==> config.mk <==
export PLATFORM = sky130hd
export DESIGN_NAME = rs485_dir_ctrl
export DESIGN_NICKNAME = d
export VERILOG_FILES = /design/src/rtl/rs485_dir_pkg.sv /design/src/rtl/rs485_dir_fsm.sv /design/src/rtl/rs485_irq_gen.sv /design/src/rtl/rs485_dir_ctrl.sv
export SDC_FILE = /design/constraint.sdc
export NUM_CORES = 1
export LEC_CHECK = 0
export BUFFER_PORTS_ARGS = -buffer_cell sky130_fd_sc_hd__buf_4
export CELL_PAD_IN_SITES_DETAIL_PLACEMENT = 2
export CELL_PAD_IN_SITES_GLOBAL_PLACEMENT = 2
export CORE_MARGIN = 2
export CORE_UTILIZATION = 32
export CTS_BUF_LIST = sky130_fd_sc_hd__clkbuf_16
export CTS_CLUSTER_DIAMETER = 100
export DETAILED_ROUTE_END_ITERATION = 7
export PLACE_DENSITY_LB_ADDON = 0.1
export SLEW_MARGIN = 0
export SYNTH_ARGS = -nofsm -noshare
export SYNTH_HDL_FRONTEND = slang
export SYNTH_HIERARCHICAL = 1
export SYNTH_SLANG_ARGS = --single-unit
==> constraint.sdc <==
create_clock -name clk -period 5.1 [get_ports clk]
set_input_delay 1.02 -clock clk [delete_from_list [all_inputs] [get_ports clk]]
set_output_delay 1.02 -clock clk [all_outputs]
set_load 0.005 [all_outputs]
==> src/rtl/rs485_dir_pkg.sv <==
package rs485_dir_pkg;

    localparam int DLY_W = 4;

    typedef enum logic [1:0] {
        DIR_IDLE = 2'd0,
        DIR_LEAD = 2'd1,
        DIR_SEND = 2'd2,
        DIR_HOLD = 2'd3
    } dir_state_e;

    typedef struct packed {
        dir_state_e       state;
        logic [DLY_W-1:0] cnt;
    } dir_regs_t;

endpackage

==> src/rtl/rs485_dir_fsm.sv <==
module rs485_dir_fsm
    import rs485_dir_pkg::*;
#(
    parameter int LVL_W = 7
) (
    input  logic             clk,
    input  logic             rst_n,
    input  logic             baud_tick,
    input  logic             mode_en,
    input  logic [DLY_W-1:0] dly,
    input  logic [LVL_W-1:0] fifo_level,
    input  logic             shifter_busy,
    input  logic             start_req,
    output logic             drv_en,
    output logic             start_ok
);

    dir_regs_t regs_d, regs_q;
    logic      line_empty;

    assign line_empty = !shifter_busy && (fifo_level == '0);

    always_comb begin
        regs_d   = regs_q;
        start_ok = 1'b0;
        if (!mode_en) begin
            regs_d.state = DIR_IDLE;
            regs_d.cnt   = '0;
            start_ok     = start_req;
        end else begin
            unique case (regs_q.state)
                DIR_IDLE: begin
                    if (start_req && baud_tick) begin
                        regs_d.state = DIR_LEAD;
                    end
                end
                DIR_LEAD: begin
                    if (baud_tick) begin
                        start_ok     = start_req;
                        regs_d.state = DIR_SEND;
                    end
                end
                DIR_SEND: begin
                    start_ok = start_req;
                    if (line_empty) begin
                        if (dly == '0) begin
                            regs_d.state = DIR_IDLE;
                        end else begin
                            regs_d.state = DIR_HOLD;
                            regs_d.cnt   = dly;
                        end
                    end
                end
                DIR_HOLD: begin
                    if (start_req || !line_empty) begin
                        start_ok     = start_req;
                        regs_d.state = DIR_SEND;
                        regs_d.cnt   = '0;
                    end else if (baud_tick) begin
                        if (regs_q.cnt == DLY_W'(1)) begin
                            regs_d.state = DIR_IDLE;
                            regs_d.cnt   = '0;
                        end else begin
                            regs_d.cnt = regs_q.cnt - DLY_W'(1);
                        end
                    end
                end
                default: begin
                    regs_d.state = DIR_IDLE;
                end
            endcase
        end
    end

    always_ff @(posedge clk) begin
        if (!rst_n) begin
            regs_q.state <= DIR_IDLE;
            regs_q.cnt   <= '0;
        end else begin
            regs_q <= regs_d;
        end
    end

    assign drv_en = (regs_q.state != DIR_IDLE);

endmodule

==> src/rtl/rs485_irq_gen.sv <==
module rs485_irq_gen #(
    parameter int LVL_W = 7
) (
    input  logic             clk,
    input  logic             rst_n,
    input  logic             mode_en,
    input  logic             large_blk,
    input  logic [LVL_W-1:0] fifo_level,
    input  logic [LVL_W-1:0] fifo_thresh,
    input  logic             shifter_busy,
    input  logic             fifo_wr,
    input  logic             irq_ack,
    output logic             tx_irq
);

    typedef struct packed {
        logic [LVL_W-1:0] prev_level;
        logic             prev_busy;
        logic             irq;
    } irq_regs_t;

    irq_regs_t regs_d, regs_q;
    logic      drained, crossed, shifter_done, set_evt;

    always_comb begin
        drained      = (regs_q.prev_level != '0) && (fifo_level == '0);
        crossed      = (regs_q.prev_level > fifo_thresh) && (fifo_level <= fifo_thresh);
        shifter_done = regs_q.prev_busy && !shifter_busy && (fifo_level == '0);

        if (!mode_en) begin
            set_evt = drained;
        end else if (large_blk) begin
            set_evt = crossed || drained;
        end else begin
            set_evt = shifter_done;
        end

        regs_d            = regs_q;
        regs_d.prev_level = fifo_level;
        regs_d.prev_busy  = shifter_busy;
        if (set_evt) begin
            regs_d.irq = 1'b1;
        end else if (fifo_wr || irq_ack) begin
            regs_d.irq = 1'b0;
        end
    end

    always_ff @(posedge clk) begin
        if (!rst_n) begin
            regs_q <= '0;
        end else begin
            regs_q <= regs_d;
        end
    end

    assign tx_irq = regs_q.irq;

endmodule

==> src/rtl/rs485_dir_ctrl.sv <==
module rs485_dir_ctrl
    import rs485_dir_pkg::*;
#(
    parameter int FIFO_DEPTH = 64,
    localparam int LVL_W     = $clog2(FIFO_DEPTH + 1)
) (
    input  logic             clk,
    input  logic             rst_n,
    input  logic             baud_tick,
    input  logic             mode_485,
    input  logic             large_blk,
    input  logic [DLY_W-1:0] dly,
    input  logic [LVL_W-1:0] fifo_level,
    input  logic [LVL_W-1:0] fifo_thresh,
    input  logic             fifo_wr,
    input  logic             shifter_busy,
    input  logic             start_req,
    input  logic             irq_ack,
    output logic             drv_en,
    output logic             start_ok,
    output logic             tx_irq
);

    rs485_dir_fsm #(.LVL_W(LVL_W)) dir_i (
        .clk          (clk),
        .rst_n        (rst_n),
        .baud_tick    (baud_tick),
        .mode_en      (mode_485),
        .dly          (dly),
        .fifo_level   (fifo_level),
        .shifter_busy (shifter_busy),
        .start_req    (start_req),
        .drv_en       (drv_en),
        .start_ok     (start_ok)
    );

    rs485_irq_gen #(.LVL_W(LVL_W)) irq_i (
        .clk          (clk),
        .rst_n        (rst_n),
        .mode_en      (mode_485),
        .large_blk    (large_blk),
        .fifo_level   (fifo_level),
        .fifo_thresh  (fifo_thresh),
        .shifter_busy (shifter_busy),
        .fifo_wr      (fifo_wr),
        .irq_ack      (irq_ack),
        .tx_irq       (tx_irq)
    );

endmodule

==> results_dict.tcl, run 1 <==
set metrics [dict create \
    cellLeakagePower_nw 0.628 \
    hold_class "register to register" \
    comb_power_share_pct 19.0 \
    path_common_cell "or4_4" \
    ys_seq_elements 15 \
    seq_area_frac_synth_pct 26.3 \
    insertion_delay_ns 0.25 \
    utilization_pct 44.0 \
    path_buf_inv 1 \
    place_area_um2 1410 \
    core_um2 3390 \
    post_cts_resized 0 \
    netlist_area_um2 1140 \
    maxSlewViolCount 0 \
    layout_common_cells "29 x buf_4, 16 x ha_1, 15 x dfxtp_1" \
    critical_path.max_fanout 5 \
    cts_sinks 15 \
    cts_tree "done" \
    r2r_setup_slack_ns 3.34 \
    synthCells 134 \
    cts_buffers 3 \
    tightestPinTransition_ns 0.478 \
    final_layout_size_suffix_gt1_share_pct 24.1 \
    die_y_um 63.7 \
    worstSetupPathType "input port to register" \
    cpPeakStageDelay_ns 0.57 \
    dr.pass1.iters 4 \
    io_pins 30 \
    cts-root-buf "clkbuf_16" \
    clkSlewWorstSetupHoldPaths_ns 0.05 \
    holdWs_ns 0.496 \
    grt_pass1_wl_mm 6.11 \
    power_density_nw_per_um2 233 \
    skew_ns 0.00132 \
    vdd_ir_drop_max_mv 0.0956 \
    drc 0 \
    n_antenna_cell 0 \
    antenna_found_initial 0 \
    avgSynthCellArea_um2 8.51 \
    crit_required_ns 5.26 \
    final.min_clock_period_ns 2.55 \
    p_clk_share_pct 45.0 \
    path_cells "buf_4 > or4_4 > or4_4 > and3_4 > a211oi_1" \
    num_rows 21 \
    critPathTopFamily "simple AND/OR/NAND/NOR gates" \
    ys_warn_count 6 \
    hold_violations 0 \
    max_freq_ghz 0.393 \
    cp_slowest_cell "or4_4" \
    hpwl_mm 3.02 \
    cp-start-kind "input port" \
    synth_cell_types 36 \
    wl_per_cell_um 16.9 \
    synth_nets 177 \
    cts_setup_buffers 0 \
    cts_hold_buf 0 \
    vias 1120 \
    relSlewSlack_pct 67.8 \
    end_kind "register" \
    start_util_pct 33.6 \
    grt_pass1_vias 1278 \
    io_buffer_count 29 \
    grt_use_total_pct 19.3 \
    drtIter0Drc 58 \
    setup_viol 0 \
    die_width_um 63.7 \
    die-area_um2 4060 \
    tns_ns 0 \
    p_sw_mw 0.0877 \
    drt.antenna.violating_nets 0 \
    swShare_pct 25.3 \
    worstPathArrival_ns 2.71 \
    clockBufferDepth 2 \
    intPower_mw 0.259 \
    rsz0062_at_grt "false" \
    grt-ovfl-total 0 \
    status "completed" \
    finalCritPeriodShare_pct 49.9 \
    pwr-share-seq_pct 36.0 \
    stdcell_area_um2 1490 \
    htree_levels 1 \
    maxCapViolations 0 \
    final_nets 210 \
    viasPerCell 5.28 \
    final_common_cell "buf_4" \
    gp_congestion 0.852 \
    grt_max_degree 13 \
    wirelength_mm 3.59 \
    area_growth_syn_to_layout_pct 30.7 \
]
-- cell type report --
| type | count | area (um2) |
|---|---|---|
| Timing Repair Buffer | 29 | 218 |
| Sequential cell | 15 | 300 |
| Inverter | 12 | 45.0 |
| Multi-Input combinational cell | 106 | 791 |
| Fill cell | 370 | 1900 |
| Tap cell | 46 | 57.6 |
| Clock buffer | 3 | 75.1 |
| Clock inverter | 1 | 3.75 |
-- final timing paths --
path	startpoint	endpoint	cells past startpoint
setup / recovery	fifo_level[3]	dir_i/regs_q[2]$_SDFFE_PN0P_	5
hold / removal	dir_i/regs_q[1]$_SDFFE_PN0P_	dir_i/regs_q[1]$_SDFFE_PN0P_	2
setup reg to reg	dir_i/regs_q[4]$_SDFFE_PN0P_	dir_i/regs_q[2]$_SDFFE_PN0P_	4
hold reg to reg	dir_i/regs_q[1]$_SDFFE_PN0P_	dir_i/regs_q[1]$_SDFFE_PN0P_	2
-- tightest hold or removal path: cells and delay by family (launching register included) --
kind	cells	cell delay, ns
flops	1	0.32
mux	1	0.06
simple gates	1	0.07
-- flip-flops by register name, indices dropped and copies added (netlist names) --
signal and cells:
irq_i/tx_irq 1, irq_i/regs_q 8, dir_i/regs_q 6
-- per-stage QoR --
stage	setup slack [ns]	std cells	total power, mW
2_1_floorplan	2.54	134	0.157
3_3_place_gp	2.35	208	0.187
3_5_place_dp	2.30	208	0.193
4_1_cts	2.55	212	0.350
5_1_grt	2.49	212	0.364
6_report	2.55	212	0.346
-- Yosys cell counts (all sizes together) --
library cell	number	area share [%]
inv	12	4.0
nor3b	2	1.3
nor4	3	3.0
o21ai	6	2.6
nand3b	4	2.6
xor2	2	1.5
dfxtp	15	26
nor3	3	1.3
a22oi	2	1.3
nor2b	3	1.6
or2	1	0.55
a21boi	1	0.66
clkbuf	1	0.33
a211oi	3	2.0
nand4b	1	0.77
nand2	8	2.6
a21oi	12	5.3
o21a	2	1.3
nand4	2	1.1
a31oi	4	2.2
nand2b	4	2.2
o221ai	1	0.77
o21bai	1	0.99
o22ai	1	0.55
nor2	2	0.66
mux2i	1	0.88
ha	16	18
nand3	5	2.2
a41oi	1	1.4
o41ai	1	0.77
or4	4	3.6
and2	9	4.9
and3	1	0.99
-- power by group through the flow --
| stage | clock (mW) | combinational, mW | sequential [mW] |
|---|---|---|---|
| finish | 0.156 | 0.0657 | 0.125 |
| global route | 0.165 | 0.0739 | 0.125 |
| CTS | 0.158 | 0.0665 | 0.125 |
| detailed placement | 0 | 0.0659 | 0.127 |
| global placement | 0 | 0.0604 | 0.127 |
| floorplan | 0 | 0.0312 | 0.126 |
-- metal layers --
metal | global-route usage, % | wire [um]
met5 | 0 | 0
met3 | 3.39 | 119
met4 | 3.53 | 23
met1 | 25.1 | 1700
met2 | 33.4 | 1740
-- cell families (layout without fill, tap and decap cells) --
logic type,Yosys count,after routing,synth area share (%)
XOR/XNOR,2,2,1.54
AND/OR/NAND/NOR,52,52,29.5
flip-flops,15,15,26.3
multiplexers,1,1,0.878
AO/OA/AOI/OAI,35,35,19.9
adder cells (fa/ha/maj),16,16,17.6
buffers and inverters,13,45,4.28
(Power assumes the default switching activity.)
==> run 2: changes to the inputs <==
CORE_UTILIZATION = 30   (was 32)
clock period = 2.7 ns   (was 5.1 ns; I/O delays follow)
==> run 2 against run 1 <==
  * Non-clock buffer count unchanged
  * Routed wire length down 1.6%
  * Critical path depth unchanged
  * Cell area up 0.17%
  * Sequential power up 88%
  * Die area up 6.3%
  * Critical endpoint is now dir_i/regs_q[3]$_SDFFE_PN0P_
  * Largest cell class unchanged
==> results_dict.tcl, run 2 (synthesis results as in run 1) <==
set metrics [dict create \
    status "completed" \
    num_rows 22 \
    clockBufferDepth 2 \
    setup_ws_ns 0.615 \
    r2r_end "dir_i/regs_q[3]$_SDFFE_PN0P_" \
    grt_max_degree 13 \
    hold_path.startpoint "dir_i/regs_q[1]$_SDFFE_PN0P_" \
    gp_congestion 0.812 \
    path_common_cell "or4_4" \
    rsz0062_at_grt "false" \
    viasPerCell 5.27 \
    cts_hold_buf 0 \
    tightestPinTransition_ns 0.474 \
    die_y_um 65.6 \
    cp_slowest_cell "or4_4" \
    n_antenna_cell 0 \
    crit_required_ns 2.85 \
    die-area_um2 4310 \
    fin_cells 214 \
    grt_pass1_vias 1256 \
    cts-root-buf "clkbuf_16" \
    skew_ns 0.00164 \
    final_common_cell "buf_4" \
    io_pins 30 \
    post_cts_resized 0 \
    dp_cells 210 \
    hpwl_mm 2.91 \
    power_density_nw_per_um2 431 \
    critPathTopFamily "simple AND/OR/NAND/NOR gates" \
    setup_viol 0 \
    wirelength_mm 3.53 \
    htree_levels 1 \
    cpPeakStageDelay_ns 0.57 \
    die_width_um 65.6 \
    antenna_found_initial 0 \
    grt_pass1_wl_mm 6.00 \
    clkSlewWorstSetupHoldPaths_ns 0.05 \
    wl_per_cell_um 16.5 \
    drtIter0Drc 23 \
    r2r_setup_slack_ns 0.94 \
    fillers 432 \
    largest_register "irq_i/regs_q" \
    r2r_start "dir_i/regs_q[4]$_SDFFE_PN0P_" \
    cts_tree "done" \
    hold_class "register to register" \
    tns_ns 0 \
    cts_setup_buffers 0 \
    hold_depth 2 \
    vias 1127 \
    maxCapViolations 0 \
    max_freq_ghz 0.480 \
    vdd_ir_drop_max_mv 0.140 \
    end_kind "register" \
    largest_register_ffs 8 \
    worstSetupPathType "input port to register" \
    drc 0 \
    cellLeakagePower_nw 0.628 \
    layout_common_cells "29 x buf_4, 16 x ha_1, 15 x dfxtp_1" \
    cts_sinks 15 \
    dr.pass1.iters 4 \
    grt_use_total_pct 18.3 \
    place_ws_ns 0.337 \
    reg2regPathDepth 4 \
    worstPathArrival_ns 2.23 \
    critical_path.max_fanout 5 \
    final.min_clock_period_ns 2.09 \
    cts_buffers 3 \
    holdPathEnd "dir_i/regs_q[1]$_SDFFE_PN0P_" \
    core_um2 3660 \
    relSlewSlack_pct 68.1 \
    insertion_delay_ns 0.24 \
    maxSlewViolCount 0 \
    drt.antenna.violating_nets 0 \
    path_buf_inv 1 \
    hold_violations 0 \
    area_growth_syn_to_layout_pct 31.0 \
    path_cells "buf_4 > or4_4 > or4_4 > and3_4 > a211oi_1" \
    final_layout_size_suffix_gt1_share_pct 24.1 \
    cp-start-kind "input port" \
    io_buffer_count 29 \
    finalCritPeriodShare_pct 77.2 \
    final_nets 210 \
    start_util_pct 31.1 \
    grt-ovfl-total 0 \
]
## run 2: layout make-up
type | count | area, um2 | share of cell area, %
clock buffer | 3 | 75.1 | 5.03
clock inverter | 1 | 3.75 | 0.251
inverter | 12 | 45.0 | 3.02
multi-input combinational | 106 | 791 | 53.0
sequential | 15 | 300 | 20.1
tap | 48 | 60.1 | 4.02
timing repair buffer | 29 | 218 | 14.6
## run 2: tightest hold or removal path: stages, from the launching register on
cell	delay, ns
dfxtp_1	0.32
nand3_1	0.07
mux2i_1	0.06
## run 2: how the worst max path moves through the flow
stage,startpoint,end,slack (ns),cells past startpoint
floorplan,fifo_level[3],dir_i/regs_q[2]$_SDFFE_PN0P_,0.62,4
global placement,fifo_level[3],dir_i/regs_q[0]$_SDFFE_PN0P_,0.44,5
global route,fifo_level[3],dir_i/regs_q[3]$_SDFFE_PN0P_,0.56,5
CTS,fifo_level[3],dir_i/regs_q[3]$_SDFFE_PN0P_,0.60,5
detailed placement,fifo_level[3],dir_i/regs_q[3]$_SDFFE_PN0P_,0.34,5
finish,fifo_level[3],dir_i/regs_q[3]$_SDFFE_PN0P_,0.61,5
## run 2: per-stage QoR
step           hold slack, ns  power (mW)  area (um2)  util, %
2_1_floorplan           0.460       0.296        1140        -
3_3_place_gp            0.491       0.354        1410     38.6
3_5_place_dp            0.503       0.363        1410     38.6
4_1_cts                 0.507       0.653        1490     40.8
5_1_grt                 0.523       0.687        1490     40.8
6_report                0.498       0.644        1490     40.8
## run 2: per-layer routing
metal | global-route usage (%) | part of all wire, %
met1 | 19.3 | 40
met3 | 2.05 | 2.4
met2 | 36.6 | 57
met5 | 0 | 0
met4 | 6.25 | 0.62
## run 2: power breakdown
part	internal (mW)	switching (mW)	leakage [nW]
clock	0.196	0.0907	0.0423
combinational	0.0616	0.0603	0.463
sequential	0.230	0.00532	0.123
total	0.488	0.156	0.628
==> run 3: changes to the inputs <==
ABC_AREA = 1   (was default)
CORE_UTILIZATION = 28   (was 30)
clock period = 2.2 ns   (was 2.7 ns; I/O delays follow)
==> run 3 against run 2 <==
  * Hold slack worse by 0.091 ns
  * Largest cell class unchanged
  * Sequential power increased by 26%
  * Core utilization decreased by 3.3 points
  * Die area is 18% higher
  * Clock skew up 0.0027 ns
  * Critical endpoint is now start_ok
  * Cell area increased by 9.2%
  * Sequential share of layout area is 1.7 points lower
==> results_dict.tcl, run 3 <==
set metrics [dict create \
    grt_pass1_wl_mm 7.02 \
    setup_ws_ns 0.620 \
    final_layout_size_suffix_gt1_share_pct 22.0 \
    synth_top_cell_by_area "dfxtp_1" \
    vias 1301 \
    drc 0 \
    grt_use_total_pct 17.5 \
    startpoint "dir_i/regs_q[4]$_SDFFE_PN0P_" \
    grt_pass1_vias 1461 \
    synth_ff_type "dfxtp_1" \
    largest_register "irq_i/regs_q" \
    maxCapViolations 0 \
    grt-ovfl-total 0 \
    seq_area_frac_synth_pct 23.6 \
    dr.pass1.iters 4 \
    post_cts_resized 0 \
    drt.antenna.violating_nets 0 \
    worstSetupPathType "register to primary output" \
    relSlewSlack_pct 76.7 \
    die_y_um 71.4 \
    wl_per_cell_um 14.8 \
    setup_viol 0 \
    dp_cells 275 \
    hold_path.startpoint "fifo_level[0]" \
    wirelength_mm 4.12 \
    grt_max_degree 11 \
    n_antenna_cell 0 \
    end_kind "primary output" \
    antenna_found_initial 0 \
    maxSlewViolCount 0 \
    start_util_pct 29.2 \
    place_area_um2 1550 \
    holdWs_ns 0.407 \
    cellLeakagePower_nw 0.954 \
    drtIter0Drc 29 \
    io_buffer_count 29 \
    synth.most_common_cell "nand2_1" \
    critical_path.max_fanout 7 \
    skew_ns 0.00437 \
    cts-root-buf "clkbuf_16" \
    yosysTopAreaCellShare_pct 23.6 \
    io_pins 30 \
    gp_congestion 0.779 \
    tns_ns 0 \
    largest_register_ffs 8 \
    crit_required_ns 1.76 \
    htree_levels 1 \
    power_density_nw_per_um2 512 \
    p_total_mw 0.834 \
    cts_hold_buf 0 \
    ys_top_cells_by_count "56 x nand2_1, 36 x inv_1, 26 x nor2_1" \
    finalCritPeriodShare_pct 71.8 \
    ys_seq_elements 15 \
    clkSlewWorstSetupHoldPaths_ns 0.05 \
    num_rows 24 \
    yosys-top-cells-area "dfxtp_1 24%, nand2_1 17%, ha_1 16%, inv_1 11%, nor2_1 7.7%" \
    ys_warn_count 6 \
    clockBufferDepth 2 \
    synthCells 195 \
    netlist_area_um2 1270 \
    critPathTopFamily "flip-flops" \
    hpwl_mm 3.45 \
    path_common_cell "a21oi_1" \
    tightestPinTransition_ns 0.349 \
    cp-start-kind "register" \
    cts_buffers 3 \
    final_nets 271 \
    async_reset_ff_share_pct 0 \
    rsz0062_at_grt "false" \
    hold_violations 0 \
    synth_nets 238 \
    fillers 544 \
    path_cells "a21oi_1 > a21oi_1 > buf_4" \
    status "completed" \
    place_ws_ns 0.553 \
    core_um2 4350 \
    die-area_um2 5100 \
    cts_tree "done" \
    layout_common_cells "56 x nand2_1, 37 x inv_1, 29 x buf_4" \
    area_growth_syn_to_layout_pct 28.1 \
    die_width_um 71.4 \
    vdd_ir_drop_max_mv 0.332 \
    cts_setup_buffers 0 \
    avgSynthCellArea_um2 6.53 \
    insertion_delay_ns 0.25 \
    cpPeakStageDelay_ns 0.52 \
    viasPerCell 4.66 \
    stdcell_area_um2 1630 \
    cts_sinks 15 \
    final.min_clock_period_ns 1.58 \
    fin_cells 279 \
    path_buf_inv 1 \
    utilization_pct 37.4 \
    synth_cell_types 28 \
    worstPathArrival_ns 1.14 \
    r2r_start "irq_i/regs_q[8]$_SDFF_PN0_" \
    synth_edf_count 0 \
    hold_class "input port to register" \
    final_common_cell "nand2_1" \
    max_freq_ghz 0.633 \
    cp_slowest_cell "dfxtp_1" \
]
[run 3: path summary, 6_finish.rpt]
check / slack [ns] / cells past startpoint / to
worst max-delay path: 0.62 / 3 / start_ok
worst min register to register: 0.60 / 2 / irq_i/tx_irq$_SDFFE_PN0P_
worst max register to register: 0.79 / 9 / irq_i/tx_irq$_SDFFE_PN0P_
worst min-delay path: 0.41 / 3 / irq_i/regs_q[2]$_SDFF_PN0_
[run 3: cells by family (layout without fill, tap and decap cells)]
family                     count (synthesis)  count (layout)  synth area share [%]
xor gates and xnor gates                   2               2                  1.38
buffers and inverters                     38              70                  11.2
AOI/OAI and AO/OA                         19              19                  9.14
and+or+nand+nor                          105             105                  38.9
adders and majority gates                 16              16                  15.7
DFF                                       15              15                  23.6
[run 3: layer usage]
layer | wire length, um | up-vias | global-route usage [%] | share of wire (%)
met4 | 44 | 0 | 3.14 | 1.1
met1 | 1810 | 612 | 21.4 | 44
li1 | - | 663 | - | -
met5 | 0 | - | 0 | 0
met3 | 161 | 5 | 3.80 | 3.9
met2 | 2100 | 21 | 31.9 | 51
[run 3: layout make-up]
| type | instances | area [um2] | area share [%] |
|---|---|---|---|
| Sequential cell | 15 | 300 | 18.4 |
| Inverter | 37 | 139 | 8.52 |
| Clock inverter | 1 | 3.75 | 0.230 |
| Tap cell | 52 | 65.1 | 3.99 |
| Timing Repair Buffer | 29 | 218 | 13.4 |
| Multi-Input combinational cell | 142 | 830 | 50.9 |
| Clock buffer | 3 | 75.1 | 4.60 |
[run 3: where the power goes]
part	internal (mW)	switching, mW	leakage [nW]
Combinational	0.0850	0.102	0.788
Clock	0.241	0.111	0.0423
Sequential	0.285	0.0109	0.124
Total	0.610	0.224	0.954
[run 3: worst register-to-register path: stages (launching register included)]
cell	delay (ns)
dfxtp_1	0.33
ha_1	0.29
nand2_1	0.08
nor2_1	0.14
nand2_1	0.08
a21oi_1	0.13
nand2_1	0.07
nand2_1	0.06
nand2_1	0.06
a21oi_2	0.10
